$ cat src/rtl/srx_pkg.sv
// Package: shared types and status register bit positions for the serial receiver.
// Assumes: nothing beyond the standard language.
package srx_pkg;
    typedef enum logic [2:0] {
        ST_IDLE,
        ST_START,
        ST_DATA,
        ST_PAR,
        ST_STOP,
        ST_STOP2
    } rx_state_t;

    localparam int STAT_RDY  = 0;
    localparam int STAT_FERR = 1;
    localparam int STAT_PERR = 2;
endpackage

$ cat src/rtl/srx_frame.sv
// srx_frame: oversampled frame engine. It finds the start bit, samples each bit
// at its centre, checks parity and the first stop bit, and pulses done_o with
// the character and its error events.
// Assumes: the configuration is static during a frame, and tick_i is one cycle wide.
module srx_frame
    import srx_pkg::*;
#(
    parameter int DW  = 8,
    parameter int OVS = 16
) (
    input  logic          clk,
    input  logic          rst_n,
    input  logic          tick_i,
    input  logic          rx_i,
    input  logic          en_i,
    input  logic          hold_i,
    input  logic          seven_i,
    input  logic          par_en_i,
    input  logic          par_odd_i,
    input  logic          two_stop_i,
    output logic          done_o,
    output logic [DW-1:0] data_o,
    output logic          ferr_o,
    output logic          perr_o
);
    localparam int CW = $clog2(OVS);
    localparam int BW = $clog2(DW + 1);
    localparam logic [CW-1:0] MID  = CW'(OVS / 2 - 1);
    localparam logic [CW-1:0] LAST = CW'(OVS - 1);

    rx_state_t     state;
    logic [CW-1:0] cnt;
    logic [BW-1:0] bitn;
    logic [BW-1:0] nbits;
    logic [DW-1:0] shreg;
    logic          par_bad;
    logic          rx_q;

    // Number of data bits for the current mode.
    assign nbits  = seven_i ? BW'(DW - 1) : BW'(DW);
    // Character aligned to bit 0; in short mode the top bit is 0.
    assign data_o = seven_i ? {1'b0, shreg[DW-1:1]} : shreg;

    // Frame state machine, advanced on oversampling ticks.
    always_ff @(posedge clk) begin
        if (!rst_n) begin
            state   <= ST_IDLE;
            cnt     <= '0;
            bitn    <= '0;
            shreg   <= '0;
            par_bad <= 1'b0;
            rx_q    <= 1'b1;
            done_o  <= 1'b0;
            ferr_o  <= 1'b0;
            perr_o  <= 1'b0;
        end else begin
            done_o <= 1'b0;
            if (tick_i) rx_q <= rx_i;
            if (!en_i) begin
                state <= ST_IDLE;
            end else if (tick_i) begin
                case (state)
                    ST_IDLE: begin
                        if (!hold_i && rx_q && !rx_i) begin
                            state   <= ST_START;
                            cnt     <= '0;
                            par_bad <= 1'b0;
                        end
                    end
                    ST_START: begin
                        if (cnt == MID) begin
                            cnt  <= '0;
                            bitn <= '0;
                            state <= rx_i ? ST_IDLE : ST_DATA;
                        end else begin
                            cnt <= cnt + 1'b1;
                        end
                    end
                    ST_DATA: begin
                        if (cnt == LAST) begin
                            cnt   <= '0;
                            shreg <= {rx_i, shreg[DW-1:1]};
                            bitn  <= bitn + 1'b1;
                            if (bitn == nbits - 1'b1)
                                state <= par_en_i ? ST_PAR : ST_STOP;
                        end else begin
                            cnt <= cnt + 1'b1;
                        end
                    end
                    ST_PAR: begin
                        if (cnt == LAST) begin
                            cnt     <= '0;
                            par_bad <= (^data_o) ^ rx_i ^ par_odd_i;
                            state   <= ST_STOP;
                        end else begin
                            cnt <= cnt + 1'b1;
                        end
                    end
                    ST_STOP: begin
                        if (cnt == LAST) begin
                            cnt    <= '0;
                            done_o <= 1'b1;
                            ferr_o <= !rx_i;
                            perr_o <= par_en_i && par_bad;
                            state  <= two_stop_i ? ST_STOP2 : ST_IDLE;
                        end else begin
                            cnt <= cnt + 1'b1;
                        end
                    end
                    ST_STOP2: begin
                        if (cnt == LAST) state <= ST_IDLE;
                        else             cnt   <= cnt + 1'b1;
                    end
                    default: state <= ST_IDLE;
                endcase
            end
        end
    end

    AST_HOLD_KEEPS_IDLE: assert property (@(posedge clk) disable iff (!rst_n)
        (hold_i && state == ST_IDLE) |=> (state == ST_IDLE));
    AST_DONE_ONLY_ENABLED: assert property (@(posedge clk) disable iff (!rst_n)
        (!en_i) |=> !done_o);
endmodule

$ cat src/rtl/srx_status.sv
// srx_status: data register, the three flags and the register port.
// An error flag is cleared only by a write of 0 after a status read has seen it set.
// Assumes: one bus access per cycle, and done_i is a single-cycle pulse.
module srx_status
    import srx_pkg::*;
#(
    parameter int DW = 8
) (
    input  logic          clk,
    input  logic          rst_n,
    input  logic          done_i,
    input  logic [DW-1:0] data_i,
    input  logic          fe_i,
    input  logic          pe_i,
    input  logic          sel_i,
    input  logic          rd_i,
    input  logic          wr_i,
    input  logic [DW-1:0] wdata_i,
    output logic [DW-1:0] rdata_o,
    output logic          rdy_o,
    output logic          ferr_o,
    output logic          perr_o
);
    logic [DW-1:0] data_q;
    logic          arm_f;
    logic          arm_p;
    logic [DW-1:0] stat_w;

    // Status word assembled from the flags.
    always_comb begin
        stat_w            = '0;
        stat_w[STAT_RDY]  = rdy_o;
        stat_w[STAT_FERR] = ferr_o;
        stat_w[STAT_PERR] = perr_o;
    end

    // Read multiplexer.
    assign rdata_o = sel_i ? data_q : stat_w;

    // Flag, arming and data register update.
    always_ff @(posedge clk) begin
        if (!rst_n) begin
            data_q <= '0;
            rdy_o  <= 1'b0;
            ferr_o <= 1'b0;
            perr_o <= 1'b0;
            arm_f  <= 1'b0;
            arm_p  <= 1'b0;
        end else begin
            if (rd_i && !sel_i) begin
                if (ferr_o) arm_f <= 1'b1;
                if (perr_o) arm_p <= 1'b1;
            end
            if (wr_i && !sel_i) begin
                if (!wdata_i[STAT_FERR] && arm_f && ferr_o) begin
                    ferr_o <= 1'b0;
                    arm_f  <= 1'b0;
                end
                if (!wdata_i[STAT_PERR] && arm_p && perr_o) begin
                    perr_o <= 1'b0;
                    arm_p  <= 1'b0;
                end
            end
            if (rd_i && sel_i) rdy_o <= 1'b0;
            if (done_i) begin
                data_q <= data_i;
                if (fe_i) ferr_o <= 1'b1;
                if (pe_i) perr_o <= 1'b1;
                if (!fe_i && !pe_i) rdy_o <= 1'b1;
            end
        end
    end

    AST_FERR_NEEDS_ARM: assert property (@(posedge clk) disable iff (!rst_n)
        (ferr_o && !arm_f) |=> ferr_o);
    AST_PERR_NEEDS_ARM: assert property (@(posedge clk) disable iff (!rst_n)
        (perr_o && !arm_p) |=> perr_o);
    AST_ERR_NO_READY: assert property (@(posedge clk) disable iff (!rst_n)
        (done_i && (fe_i || pe_i) && !rdy_o) |=> !rdy_o);
    AST_FRAME_LOADS: assert property (@(posedge clk) disable iff (!rst_n)
        done_i |=> (data_q == $past(data_i)));
    AST_READ_CLEARS_RDY: assert property (@(posedge clk) disable iff (!rst_n)
        (rd_i && sel_i && !done_i) |=> !rdy_o);
endmodule

$ cat src/rtl/serial_rx_sticky.sv
// serial_rx_sticky: top of the serial receiver. It joins the frame engine and
// the status registers, and uses the error flags to hold the receiver idle.
// Assumes: tick_i runs at 16x the bit rate and the configuration is static per frame.
module serial_rx_sticky
    import srx_pkg::*;
#(
    parameter int DW  = 8,
    parameter int OVS = 16
) (
    input  logic          clk,
    input  logic          rst_n,
    input  logic          rx_i,
    input  logic          rx_en_i,
    input  logic          tick_i,
    input  logic          cfg_seven_i,
    input  logic          cfg_par_en_i,
    input  logic          cfg_par_odd_i,
    input  logic          cfg_two_stop_i,
    input  logic          bus_sel_i,
    input  logic          bus_rd_i,
    input  logic          bus_wr_i,
    input  logic [DW-1:0] bus_wdata_i,
    output logic [DW-1:0] bus_rdata_o,
    output logic          rdy_o,
    output logic          ferr_o,
    output logic          perr_o
);
    logic          done;
    logic [DW-1:0] fdata;
    logic          fe_ev;
    logic          pe_ev;
    logic          hold;

    // A pending error blocks new frames.
    assign hold = ferr_o || perr_o;

    srx_frame #(.DW(DW), .OVS(OVS)) u_frame (
        .clk        (clk),
        .rst_n      (rst_n),
        .tick_i     (tick_i),
        .rx_i       (rx_i),
        .en_i       (rx_en_i),
        .hold_i     (hold),
        .seven_i    (cfg_seven_i),
        .par_en_i   (cfg_par_en_i),
        .par_odd_i  (cfg_par_odd_i),
        .two_stop_i (cfg_two_stop_i),
        .done_o     (done),
        .data_o     (fdata),
        .ferr_o     (fe_ev),
        .perr_o     (pe_ev)
    );

    srx_status #(.DW(DW)) u_status (
        .clk     (clk),
        .rst_n   (rst_n),
        .done_i  (done),
        .data_i  (fdata),
        .fe_i    (fe_ev),
        .pe_i    (pe_ev),
        .sel_i   (bus_sel_i),
        .rd_i    (bus_rd_i),
        .wr_i    (bus_wr_i),
        .wdata_i (bus_wdata_i),
        .rdata_o (bus_rdata_o),
        .rdy_o   (rdy_o),
        .ferr_o  (ferr_o),
        .perr_o  (perr_o)
    );

    AST_NO_FRAME_WHILE_ERR: assert property (@(posedge clk) disable iff (!rst_n)
        (hold && !bus_wr_i) |=> !done);
endmodule

$ cat config.mk
export PLATFORM = sky130hd
export DESIGN_NAME = serial_rx_sticky
export DESIGN_NICKNAME = d
export VERILOG_FILES = /design/src/rtl/srx_pkg.sv /design/src/rtl/srx_frame.sv /design/src/rtl/srx_status.sv /design/src/rtl/serial_rx_sticky.sv
export SDC_FILE = /design/constraint.sdc
export NUM_CORES = 1
export LEC_CHECK = 0
export ABC_CLOCK_PERIOD_IN_PS = 3600
export BUFFER_PORTS_ARGS = -buffer_cell sky130_fd_sc_hd__buf_2
export CORE_UTILIZATION = 50
export CTS_BUF_LIST = sky130_fd_sc_hd__clkbuf_16
export CTS_CLUSTER_SIZE = 30
export DETAILED_ROUTE_END_ITERATION = 10
export PLACE_DENSITY = 0.72
export RECOVER_POWER = 50
export SKIP_LAST_GASP = 1
export SYNTH_ARGS = -nofsm -noshare
export SYNTH_HDL_FRONTEND = slang
export SYNTH_SLANG_ARGS = --single-unit
$ cat constraint.sdc
create_clock -name clk -period 3.6 [get_ports clk]
set_clock_uncertainty 0.2 [all_clocks]
set_input_delay 0.72 -clock clk [delete_from_list [all_inputs] [get_ports clk]]
set_output_delay 0.72 -clock clk [all_outputs]
set_load 0.03 [all_outputs]
==> results.sh, run 1 <==
export IMPL_grt_max_degree=37
export IMPL_synth_cell_types=47
export IMPL_fin_ws_ns=1.047
export IMPL_startpoint="rx_i"
export IMPL_crit_chain="buf_2 -> or4b_4 -> a221oi_1 -> a21boi_1 -> o32ai_2"
export IMPL_nets=263
export IMPL_tightestPinTransition_ns=1.285
export IMPL_vias_per_cell=5.534
export IMPL_path_delay_family="compound AO/OA/AOI/OAI gates"
export IMPL_rsz0062_at_grt="false"
export IMPL_cts_resized_gates=0
export IMPL_place_inst=282
export IMPL_root_buffer="clkbuf_16"
export IMPL_holdCritStartpoint="u_status.data_q[3]"
export IMPL_power_total_uw=950.1
export IMPL_cts_sinks=37
export IMPL_drtIter0Drc=156
export IMPL_hold_ws_ns=0.2758
export IMPL_yosys_area_share_adder_pct=1.242
export IMPL_async_flop_share_pct=0
export IMPL_synth_xor_area_share_pct=5.466
export IMPL_syn_area_per_cell_um2=9.033
export IMPL_fin_crit_ns=2.553
export IMPL_dp_slack_ns=1.039
export IMPL_num_antenna_cells=0
export IMPL_drv_slew=0
export IMPL_initial_utilization_pct=53.42
export IMPL_ys_warn_count=0
export IMPL_drt_pass1_iterations=4
export IMPL_postCtsHoldBufs=0
export IMPL_cp_max_fo=7
export IMPL_syn2layout_area_growth_pct=13.17
export IMPL_worstPathRequired_ns=3.56
export IMPL_core_area_um2=3771
export IMPL_fin_cells=290
export IMPL_cp_end_kind="flip-flop"
export IMPL_synth_simple_gate_area_share_pct=22.24
export IMPL_clk_path_buf_depth=2
export IMPL_setup_tns_ns=0
export IMPL_portBuffers=24
export IMPL_ant_nets=0
export IMPL_numCtsBuffers=5
export IMPL_finalCritPeriodShare_pct=70.93
export IMPL_seq_area_um2=740.7
export IMPL_maxCapViolations=0
export IMPL_dp_hpwl_mm=2.593
export IMPL_ir_drop_v=0.0002372
export IMPL_row_count=22
export IMPL_syn_cell_area_um2=2014
export IMPL_ios=31
export IMPL_status="finished, final reports clean"
export IMPL_grt_pass1_wl_mm=6.182
export IMPL_crit_arrival_ns=2.51
export IMPL_ys_seq_elements=37
export IMPL_multiInputGateArea_um2=1164
export IMPL_synth_top_family_by_area="simple AND/OR/NAND/NOR gates"
export IMPL_htree_num_levels=2
export IMPL_slowest_delay_ns=0.70
export IMPL_die_area_um2=4287
export IMPL_hold_viol_final=0
export IMPL_hold_class="flip-flop to flip-flop"
export IMPL_setup_viol=0
export IMPL_leakage_uw=0.0009675
export IMPL_postSynthCellCount=223
export IMPL_fmax_mhz=391.6
export IMPL_path_class="primary input to flip-flop"
export IMPL_critPathBufInv=1
export IMPL_drive_above_1_share_pct=14.05
export IMPL_vias=1605
export IMPL_synthMuxAreaShare_pct=9.503
export IMPL_grt_antenna_before_repair=0
export IMPL_die_w_um=65.48
export IMPL_drc=0
export IMPL_clkLatencyLatePin_ns=0.28
export IMPL_maxSlewHeadroom_pct=14.33
export IMPL_overflow=0
export IMPL_synth_seq_area_share_pct=36.77
export IMPL_clk_pin_slew_ns=0.06
export IMPL_cts_tree="built"
export IMPL_fillers=333
export IMPL_post_cts_buffers=0
export IMPL_critPathSlowestCell="a221oi_1"
export IMPL_die_h_um=65.48
export IMPL_gp_congestion=0.8508
export IMPL_wirelength_mm=3.757
export IMPL_synth_ff_type="dfxtp_1"
export IMPL_cp_start_kind="primary input"
export IMPL_wl_per_cell_um=12.96
export IMPL_synth_edf_count=0
export IMPL_syn_num_nets=245
export IMPL_synth_compound_area_share_pct=20.19
export IMPL_reg2reg_from="u_status.perr_o"
export IMPL_grt_usage_pct=18.75
export IMPL_power_density_nw_per_um2=416.8
export IMPL_grt_pass1_vias=1372
stage by stage:
stage / area, µm² / util [%]
floorplan: 2014 / -
global placement: 2140 / 56.74
detailed placement: 2140 / 56.74
CTS: 2302 / 61.05
global route: 2280 / 60.45
finish: 2280 / 60.45
cell families (layout without fill, tap and decap cells):
family | after synthesis | after routing
muxes | 19 | 19
adders and majority gates | 2 | 2
AOI/OAI and AO/OA | 49 | 49
DFF | 37 | 37
buffers and inverters | 23 | 42
and+or+nand+nor | 82 | 82
xor gates and xnor gates | 11 | 11
cell usage in the layout, fill, tap and decap left out, types with 2 or more instances in the layout:
cell type	n
nor3_1	2
nor2b_1	16
nand4_1	2
nand3b_1	3
xor2_1	3
o41ai_1	2
inv_1	10
nand2_1	28
dfxtp_1	37
mux2i_1	18
and2_0	2
nand2b_1	5
and2_1	8
xnor2_1	7
a21oi_1	10
clkbuf_1	4
clkbuf_16	5
o21ai_0	6
o211a_1	6
nor2_1	6
o22ai_1	3
a21boi_1	3
buf_2	20
clkinv_1	2
a41o_1	2
a22oi_1	3
ha_1	2
nand3_1	4
worst register-to-register path: cells and delay by family (launching register included):
family / cells / cell delay [ns]
flops: 1 / 0.35
simple gates: 1 / 0.56
compound gates: 3 / 1.07
routing by layer:
layer / part of all wire, % / GRT usage (%) / vias to the layer above
met3: 3.8 / 4.340 / 7
met5: 0 / 0 / -
met1: 50 / 23.98 / 744
li1: - / - / 827
met4: 1.8 / 9.511 / 0
met2: 44 / 29.25 / 27
where the power goes:
group / leakage (µW) / internal [µW] / switching [µW]
logic: 0.000587 / 23.8 / 29.7
registers: 0.000298 / 411 / 3.36
clock network: 0.0000826 / 321 / 160
total: 0.000968 / 757 / 194
worst paths after layout:
| kind | cells past startpoint | end | slack, ns |
|---|---|---|---|
| hold reg to reg | 1 | u_status.data_q[3] | 0.28 |
| setup / recovery | 5 | u_frame.cnt[3] | 1.05 |
| hold / removal | 1 | u_status.data_q[3] | 0.28 |
| setup reg to reg | 4 | u_frame.cnt[3] | 1.30 |
Yosys cell counts (2+ instances only):
library cell,n,area [µm²]
a21boi_1,4,30.03
o22ai_1,3,18.77
nand2_1,28,105.1
a21oi_1,10,50.05
nand2b_1,5,31.28
xor2_1,3,26.28
and2_1,10,62.56
o41ai_1,2,17.52
o21ai_0,6,30.03
ha_1,2,25.02
xnor2_1,7,61.31
nand4_1,2,12.51
nand3_1,4,20.02
nor3_1,2,10.01
clkbuf_1,8,30.03
a41o_1,2,20.02
nand3b_1,3,22.52
nor2b_1,16,100.1
nor2_1,6,22.52
mux2i_1,18,180.2
a22oi_1,3,22.52
inv_1,9,33.78
o211a_1,6,60.06
dfxtp_1,37,740.7
buf_2,5,25.02
flip-flops by register name, indices dropped and copies added (netlist names):
name             cells
u_frame.shreg        8
u_frame.done_o       1
u_frame.rx_q         1
u_frame.ferr_o       1
u_frame.state        3
u_frame.par_bad      1
u_status.arm_p       1
u_status.arm_f       1
u_frame.cnt          4
u_frame.perr_o       1
u_status.rdy_o       1
u_status.data_q      8
u_frame.bitn         4
u_status.ferr_o      1
u_status.perr_o      1
area by class of cell:
class / instances / share of cell area [%]
multi-input combinational: 163 / 51.04
sequential: 37 / 32.49
clock buffer: 5 / 5.488
timing repair buffer: 24 / 5.049
tap: 48 / 2.634
clock inverter: 3 / 1.647
inverter: 10 / 1.647
Power figures use the tool's default switching activity.
==> run 2, diff against run 1 <==
ABC_AREA = 1   (was not set)
ABC_CLOCK_PERIOD_IN_PS = 2330   (was 3600)
PLACE_DENSITY = 0.74   (was 0.72)
clock period = 2.33 ns   (was 3.6 ns; I/O delays follow)
==> run 2 against run 1 <==
Net effect: setup slack lost 0.70 ns; critical path type is now primary input to primary output; largest power group is now sequential cells; die area rose by 4.8%; highest routed layer unchanged; core utilization shrank 1.1 points.
==> results.sh, run 2 <==
export IMPL_status="finished, final reports clean"
export IMPL_routedLengthMet1_mm=2.137
export IMPL_cts_resized_gates=0
export IMPL_overflow=0
export IMPL_tightestPinTransition_ns=0.4573
export IMPL_final_cell_mix="100 x nand2_1, 44 x inv_1, 37 x dfxtp_1"
export IMPL_multiInputGateArea_um2=1134
export IMPL_dr_wl_met2_mm=2.034
export IMPL_grt_pass1_vias=1704
export IMPL_drive_above_1_share_pct=12.85
export IMPL_gp_congestion=0.8891
export IMPL_hold_viol_final=0
export IMPL_setup_tns_ns=0
export IMPL_dp_hpwl_mm=3.288
export IMPL_die_area_um2=4493
export IMPL_leakage_uw=0.001155
export IMPL_hold_class="primary input to flip-flop"
export IMPL_path_class="primary input to primary output"
export IMPL_holdCritStartpoint="tick_i"
export IMPL_vias_per_cell=5.027
export IMPL_fin_crit_ns=1.984
export IMPL_critPathSlowestCell="clkbuf_1"
export IMPL_crit_arrival_ns=1.32
export IMPL_clkLatencyLatePin_ns=0.28
export IMPL_ios=31
export IMPL_place_area_um2=2267
export IMPL_maxCapViolations=0
export IMPL_vias=2051
export IMPL_synth_cell_types=31
export IMPL_synth_seq_area_share_pct=35.03
export IMPL_row_count=23
export IMPL_core_area_um2=4029
export IMPL_power_density_nw_per_um2=585.3
export IMPL_whs_endpoint="u_frame.rx_q"
export IMPL_p_comb_share_pct=9.3
export IMPL_reg2regPathDepth=9
export IMPL_grt_pass1_wl_mm=7.417
export IMPL_p_int_uw=1067
export IMPL_nets=379
export IMPL_sw_frac_of_total_pct=23.78
export IMPL_ir_drop_v=0.0002699
export IMPL_ys_seq_elements=37
export IMPL_syn_area_per_cell_um2=6.369
export IMPL_crit_chain="clkbuf_1 -> inv_1 -> o21ai_0 -> buf_2"
export IMPL_seq_area_um2=740.7
export IMPL_top_layer_used="met4"
export IMPL_reg2reg_slack_ns=0.53
export IMPL_portBuffers=24
export IMPL_synth_top_area_share_pct=35.03
export IMPL_die_h_um=67.03
export IMPL_hold_ws_ns=0.2294
export IMPL_grt_max_degree=22
export IMPL_num_antenna_cells=0
export IMPL_p_seq_share_pct=46.0
export IMPL_wl_per_cell_um=10.82
export IMPL_rsz0062_at_grt="false"
export IMPL_finalCritPeriodShare_pct=85.17
export IMPL_drv_slew=0
export IMPL_clk_pin_slew_ns=0.05
export IMPL_synth_common_cells="100 x nand2_1, 43 x inv_1, 37 x dfxtp_1"
export IMPL_drc=0
export IMPL_layout_commonest_cell="nand2_1"
export IMPL_wirelength_mm=4.416
export IMPL_fillers=405
export IMPL_cts_sinks=37
export IMPL_power_total_uw=1400
export IMPL_syn2layout_area_growth_pct=13.14
export IMPL_power_frac_clock_pct=44.7
export IMPL_ant_nets=0
export IMPL_synth_ff_type="dfxtp_1"
export IMPL_synth_edf_count=0
export IMPL_cp_start_kind="primary input"
export IMPL_clk_path_buf_depth=2
export IMPL_synth_top_cell_by_area="dfxtp_1"
export IMPL_reg_largest_list="u_frame.shreg x8, u_status.data_q x8"
export IMPL_ys_warn_count=0
export IMPL_p_switching_uw=332.9
export IMPL_synth_area_leaders="dfxtp_1 35%, nand2_1 18%, inv_1 7.6%"
export IMPL_timing_rr_end="u_frame.bitn[1]"
export IMPL_grt_antenna_before_repair=0
export IMPL_postSynthCellCount=332
export IMPL_postCtsHoldBufs=0
export IMPL_root_buffer="clkbuf_16"
export IMPL_route_met3_wl_um=193
export IMPL_syn_num_nets=354
export IMPL_numCtsBuffers=5
export IMPL_post_cts_buffers=0
export IMPL_fmax_mhz=503.9
export IMPL_synth_most_common_cell="nand2_1"
export IMPL_maxSlewHeadroom_pct=69.47
export IMPL_cp_max_fo=12
export IMPL_cts_tree="built"
export IMPL_die_w_um=67.03
export IMPL_cp_end_kind="primary output"
export IMPL_setup_viol=0
export IMPL_initial_utilization_pct=52.48
export IMPL_slowest_delay_ns=0.33
export IMPL_async_flop_share_pct=0
export IMPL_syn_cell_area_um2=2115
export IMPL_htree_num_levels=2
export IMPL_reg2reg_from="u_frame.cnt[1]"
export IMPL_grt_usage_pct=21.96
export IMPL_drtIter0Drc=150
export IMPL_drt_pass1_iterations=4
export IMPL_whs_path_depth=2
export IMPL_fin_area_um2=2392
export IMPL_worstPathRequired_ns=1.66
==> run 2: kinds of logic (layout without fill, tap and decap cells) <==
| logic type | count (synthesis) | in the layout | synth area share (%) |
|---|---|---|---|
| DFF | 37 | 37 | 35.03 |
| xor gates and xnor gates | 2 | 2 | 0.8286 |
| and+or+nand+nor | 162 | 162 | 33.37 |
| buffers and inverters | 61 | 87 | 11.36 |
| AOI/OAI and AO/OA | 68 | 68 | 18.23 |
| adders and majority gates | 2 | 2 | 1.183 |
==> run 2: layout make-up <==
cell class	instances	share of cell area [%]
Clock buffer	5	5.230
Clock inverter	3	0.5230
Inverter	54	8.473
Multi-Input combinational cell	234	47.39
Sequential cell	37	30.96
Tap cell	50	2.615
Timing Repair Buffer	25	4.812
==> run 2: worst max-delay path by stage <==
stage	startpoint	to	slack, ns	depth (start not counted)
after detailed placement	cfg_seven_i	u_frame.par_bad	0.41	14
after CTS	u_frame.cnt[1]	u_frame.bitn[1]	0.52	9
after floorplan	bus_sel_i	bus_rdata_o[1]	0.31	2
final	bus_sel_i	bus_rdata_o[0]	0.35	4
after global routing	bus_sel_i	bus_rdata_o[0]	0.23	4
after global placement	cfg_seven_i	u_frame.par_bad	0.42	12
==> run 2: metal layers <==
metal  vias up  global-route usage, %
li1       1100                      -
met2        38                  34.38
met5         -                      0
met3         5                  5.651
met1       908                  28.59
met4         0                  7.979
==> run 2: critical path: cells and delay by family <==
family | cells | cell delay (ns)
AO/OA/AOI/OAI | 1 | 0.17
buffers and inverters | 3 | 0.68
==> run 2: power groups by stage <==
stage | logic, µW | registers [µW] | clock network, µW
6_report | 131 | 644 | 626
2_1_floorplan | 98.0 | 656 | 0
5_1_grt | 148 | 644 | 671
4_1_cts | 131 | 644 | 645
3_3_place_gp | 129 | 657 | 0
3_5_place_dp | 130 | 657 | 0
==> run 2: through the flow <==
stage | utilization, % | instances | setup WS, ns
global route | 59.38 | 408 | 0.2318
CTS | 59.69 | 408 | 0.5174
global placement | 56.27 | 400 | 0.4172
finish | 59.38 | 408 | 0.3456
floorplan | - | 332 | 0.3092
detailed placement | 56.27 | 400 | 0.4066
